**src/rtl/uart_irq_pkg.sv**
```systemverilog
package uart_irq_pkg;
  localparam int NSRC   = 4;
  localparam int IDW    = $clog2(NSRC);
  // source index equals its two-bit identification code; higher wins
  localparam int ID_MSR = 0;
  localparam int ID_TXE = 1;
  localparam int ID_RXD = 2;
  localparam int ID_LSE = 3;

  function automatic logic [IDW-1:0] pick_top(input logic [NSRC-1:0] act);
    logic [IDW-1:0] r;
    r = '0;
    for (int i = 0; i < NSRC; i++)
      if (act[i]) r = IDW'(i);
    return r;
  endfunction

  function automatic logic [7:0] build_ident(input logic any, input logic [IDW-1:0] id,
                                             input logic tmo, input logic fifo);
    return {fifo, fifo, 2'b00, any & tmo & (id == IDW'(ID_RXD)), any ? id : '0, ~any};
  endfunction
endpackage

```
**src/rtl/uart_irq_flag.sv**
```systemverilog
module uart_irq_flag (
  input  logic clk,
  input  logic rst_n,
  input  logic set_i,
  input  logic clr_i,
  output logic pend_o
);
  always_ff @(posedge clk or negedge rst_n)
    if (!rst_n)     pend_o <= 1'b0;
    else if (set_i) pend_o <= 1'b1;
    else if (clr_i) pend_o <= 1'b0;
endmodule

```
**src/rtl/uart_irq_prio.sv**
```systemverilog
module uart_irq_prio
  import uart_irq_pkg::*;
(
  input  logic [NSRC-1:0] act_i,
  input  logic            tmo_i,
  input  logic            fifo_i,
  output logic            any_o,
  output logic [7:0]      ident_o
);
  logic [IDW-1:0] top_id;
  assign any_o   = |act_i;
  assign top_id  = pick_top(act_i);
  assign ident_o = build_ident(any_o, top_id, tmo_i, fifo_i);
endmodule

```
**src/rtl/uart_irq_ident.sv**
```systemverilog
module uart_irq_ident
  import uart_irq_pkg::*;
(
  input  logic       clk,
  input  logic       rst_n,
  input  logic       ier_wr,
  input  logic [3:0] ier_wdata,
  output logic [7:0] ier_rdata,
  input  logic       fifo_en,
  input  logic       lsr_evt,
  input  logic       rx_level,
  input  logic       rx_tmo_evt,
  input  logic       thr_xfer,
  input  logic       msr_evt,
  input  logic       rd_lsr,
  input  logic       rd_rbr,
  input  logic       rd_msr,
  input  logic       wr_thr,
  input  logic       rd_iir,
  output logic       irq,
  output logic [7:0] iir
);
  logic [3:0]      ier_q;
  logic            rxlvl_q;
  logic [NSRC-1:0] set_v, clr_v, latch_v;
  logic [NSRC-1:0] pend_v, en_v, act_v;
  logic            any_act;
  // named internal events for the checker
  logic            lse_pend, tmo_pend, txe_pend, msr_pend, txe_reported;

  always_ff @(posedge clk or negedge rst_n)
    if (!rst_n) begin
      ier_q   <= '0;
      rxlvl_q <= 1'b0;
    end else begin
      if (ier_wr) ier_q <= ier_wdata;
      rxlvl_q <= rx_level;
    end

  assign ier_rdata    = {4'b0000, ier_q};
  assign txe_reported = (iir[3:0] == {1'b0, 2'(ID_TXE), 1'b0});

  // latch slot ID_RXD holds the character timeout
  assign set_v[ID_MSR] = msr_evt;
  assign clr_v[ID_MSR] = rd_msr;
  assign set_v[ID_TXE] = thr_xfer;
  assign clr_v[ID_TXE] = wr_thr | (rd_iir & txe_reported);
  assign set_v[ID_RXD] = rx_tmo_evt;
  assign clr_v[ID_RXD] = rd_rbr;
  assign set_v[ID_LSE] = lsr_evt;
  assign clr_v[ID_LSE] = rd_lsr;

  for (genvar g = 0; g < NSRC; g++) begin : g_src
    uart_irq_flag u_flag (
      .clk   (clk),
      .rst_n (rst_n),
      .set_i (set_v[g]),
      .clr_i (clr_v[g]),
      .pend_o(latch_v[g])
    );
  end

  assign lse_pend = latch_v[ID_LSE];
  assign tmo_pend = latch_v[ID_RXD];
  assign txe_pend = latch_v[ID_TXE];
  assign msr_pend = latch_v[ID_MSR];

  always_comb begin
    pend_v         = latch_v;
    pend_v[ID_RXD] = latch_v[ID_RXD] | rxlvl_q;
    en_v[ID_RXD]   = ier_q[0];
    en_v[ID_TXE]   = ier_q[1];
    en_v[ID_LSE]   = ier_q[2];
    en_v[ID_MSR]   = ier_q[3];
  end

  assign act_v = pend_v & en_v;

  uart_irq_prio u_prio (
    .act_i  (act_v),
    .tmo_i  (tmo_pend),
    .fifo_i (fifo_en),
    .any_o  (any_act),
    .ident_o(iir)
  );

  assign irq = any_act;
endmodule

```
**config.mk**
```make
export PLATFORM = sky130hd
export DESIGN_NAME = uart_irq_ident
export DESIGN_NICKNAME = d
export VERILOG_FILES = /design/src/rtl/uart_irq_pkg.sv /design/src/rtl/uart_irq_flag.sv /design/src/rtl/uart_irq_prio.sv /design/src/rtl/uart_irq_ident.sv
export SDC_FILE = /design/constraint.sdc
export NUM_CORES = 1
export LEC_CHECK = 0
export CAP_MARGIN = 30
export CORE_MARGIN = 2
export CORE_UTILIZATION = 25
export DETAILED_ROUTE_END_ITERATION = 10
export PLACE_DENSITY = 0.74
export SLEW_MARGIN = 20
export SYNTH_ARGS = -nofsm -noshare
export SYNTH_HDL_FRONTEND = slang
export SYNTH_SLANG_ARGS = --single-unit
```
**constraint.sdc**
```tcl
create_clock -name clk -period 1.25 [get_ports clk]
set_input_delay 0.375 -clock clk [delete_from_list [all_inputs] [get_ports clk]]
set_output_delay 0.375 -clock clk [all_outputs]
set_load 0.05 [all_outputs]
```
==> metrics.cfg <==
[outcome]
status = complete, but fails checks
violations = negative setup slack

[clock_network]
cts.htree.levels = 1
ctsRootBufferMaster = clkbuf_4
cts_buffers = 3
clkSinkCount = 9
cts_tree = yes
clk_pin_slew_ns = 0.06
cts_hold_buf = 0
insertion_delay_ns = 0.25
clock_path_buffers = 2

[floorplanning]
core-area_sq_um = 1690
die_w_microns = 46.0
pin_count = 35
rows = 15
die_area_sq_um = 2120
die_h_microns = 46.0
start_util_pct = 26.1

[power_and_ir_drop]
p_switching_mw = 0.380
ir_worst_vdd_v = 0.000569
total_leakage_power_nw = 0.440
intPower_mw = 0.711
p_sw_share_pct = 34.8
seqPwrFrac_pct = 31.9
power_density_nw_per_um2 = 1130
p_comb_share_pct = 47.7
power_mw = 1.09
clockPowerShare_pct = 20.3

[timing]
finalCritPeriodShare_pct = 140
maxSlewViolCount = 0
period_needed_ns = 1.75
hold_viol = 0
worst_slack_ns = -0.501
finClkSkew_ns = 0.000634
whs_ns = 0.416
finalSetupTns_ns = -2.41
setup_violations = 9
maxClockFrequency_mhz = 571
rsz0062_at_grt = true

[global_route]
grt_pass1_vias = 403
grt.total_usage_pct = 11.1
grt_pass1_wl_microns = 1660
antenna_found_initial = 0
grt_max_degree = 10
grt_overflow = 0

[logic_synthesis]
seq_area_frac_synth_pct = 51.0
synthCells = 39
synth-simple-area-share_pct = 7.37
synth_top_family_by_area = buffers and inverters
synth-xor-area-share_pct = 0
ys_warn_count = 0
synth_area_sq_um = 442
synth_compound_area_share_pct = 13.6
ys_types = 16
muxShareOfSynthArea_pct = 10.2
synth_seq_cells = 9
synth_area_per_cell_sq_um = 11.3
synth_fa_ha_area_share_pct = 0

[placement]
dpl.hpwl_microns = 817
port_buffers = 25
place_ws_ns = -0.268
placed_cell_area_sq_um = 860
dp_cells = 89
place_congestion = 0.654

[detailed_routing]
drt_iter0_drc = 1
finalWirelength_microns = 977
wl_per_cell_microns = 10.2
firstDrtPassIters = 2
vias = 403
drc = 0
ant_nets = 0
viasPerCell = 4.20

[setup_path]
arrival_ns = 1.38
crit_path_end_kind = primary output
critPathSlowestCell = dfrtp_1
r2r.worst_path.cells = 5
r2r_end = g_src[1].u_flag.pend_o
crit_required_ns = 0.88
r2r_start = rxlvl_q
rrSetupSlack_ns = 0.05
crit_chain = o21ai_4 > nand2_4 > a221o_2 > buf_6
worstPathMaxFanout = 3
critPathLaunchType = flop
slowest_delay_ns = 0.40
critPathKind = flop to primary output

[cells_and_area]
drive_gt1_share_pct = 55.7
multiInputGateArea_sq_um = 210
final_common_cell = clkdlybuf4s50_1
post-route-util_pct = 56.9
instances_no_fill = 96
regArea_sq_um = 230
fin_nets = 98
finalInstanceArea_sq_um = 961
n_fill_cell = 149
mostFrequentLayoutCells = clkdlybuf4s50_1, buf_6, buf_12, buf_4, conb_1
diodes = 0
area_growth_pct = 118

[run]
max-cap-violations = 0

[hold_path]
hp-class = input pin to asynchronous set/reset pin

-- how the worst max path moves through the flow --
stage	from	endpoint	slack, ns	cells past startpoint
2_1_floorplan	ier_q[0]	iir[0]	-0.42	3
3_3_place_gp	g_src[2].u_flag.pend_o	irq	-0.24	4
3_5_place_dp	g_src[2].u_flag.pend_o	irq	-0.27	4
4_1_cts	rxlvl_q	irq	-0.51	4
5_1_grt	rxlvl_q	irq	-0.55	4
6_report	rxlvl_q	irq	-0.50	4
-- metal layers --
layer	share of wire, %	GRT usage (%)	vias up
li1	-	-	198
met1	37	12.2	187
met2	56	20.0	16
met3	7.0	2.38	2
met4	0.61	5.14	0
met5	0	0	-
-- cell usage after synthesis --
| library cell | number | share of area (%) |
|---|---|---|
| inv_1 | 4 | 3.4 |
| nand3_1 | 1 | 1.1 |
| a221o_1 | 1 | 2.3 |
| o21ai_2 | 1 | 2.0 |
| a221oi_1 | 1 | 2.0 |
| buf_4 | 8 | 14 |
| a31o_2 | 1 | 2.0 |
| conb_1 | 1 | 0.85 |
| nand4_1 | 1 | 1.4 |
| nand2_2 | 1 | 1.4 |
| a21o_1 | 2 | 3.4 |
| and3_2 | 1 | 1.7 |
| mux2_2 | 4 | 10 |
| nand2_1 | 2 | 1.7 |
| dfrtp_1 | 9 | 51 |
| a21o_2 | 1 | 2.0 |
-- area by class of cell --
class                           count  share of cell area (%)
Timing Repair Buffer               39                    47.7
Tap cell                           17                    2.21
Sequential cell                     9                    24.0
Clock buffer                        4                    2.73
Multi-Input combinational cell     23                    21.9
Inverter                            4                    1.56
-- kinds of logic (layout without fill, tap and decap cells) --
family,Yosys count,in the layout
buffers and inverters,12,47
and+or+nand+nor,6,6
muxes,4,4
other,1,6
DFF,9,9
AOI/OAI and AO/OA,7,7
-- state kept, by name, summed over array words and instances (netlist names) --
signal	flops
rxlvl_q	1
g_src.u_flag.pend_o	4
ier_q	4
-- worst max-delay path: cells and delay by family, from the launching register on --
kind	cells	cell delay, ns
DFF	1	0.40
buffers and inverters	1	0.15
AOI/OAI and AO/OA	2	0.48
and+or+nand+nor	1	0.08
-- power groups by stage --
| stage | Clock [mW] | Combinational [mW] | Sequential [mW] |
|---|---|---|---|
| 3_3_place_gp | 0 | 0.471 | 0.348 |
| 6_report | 0.222 | 0.520 | 0.348 |
| 2_1_floorplan | 0 | 0.211 | 0.396 |
| 3_5_place_dp | 0 | 0.474 | 0.349 |
| 4_1_cts | 0.228 | 0.523 | 0.348 |
| 5_1_grt | 0.247 | 0.548 | 0.351 |
-- what timing repair did --
item | 4_1_cts | 5_1_grt
hold endpoints to repair | 0 | 0
resized for setup | 13 | 4
setup endpoints to repair | 9 | 10
pin swaps | 4 | 4
setup buffers | 3 | 3
No activity file was read; power rests on OpenSTA's default activity.
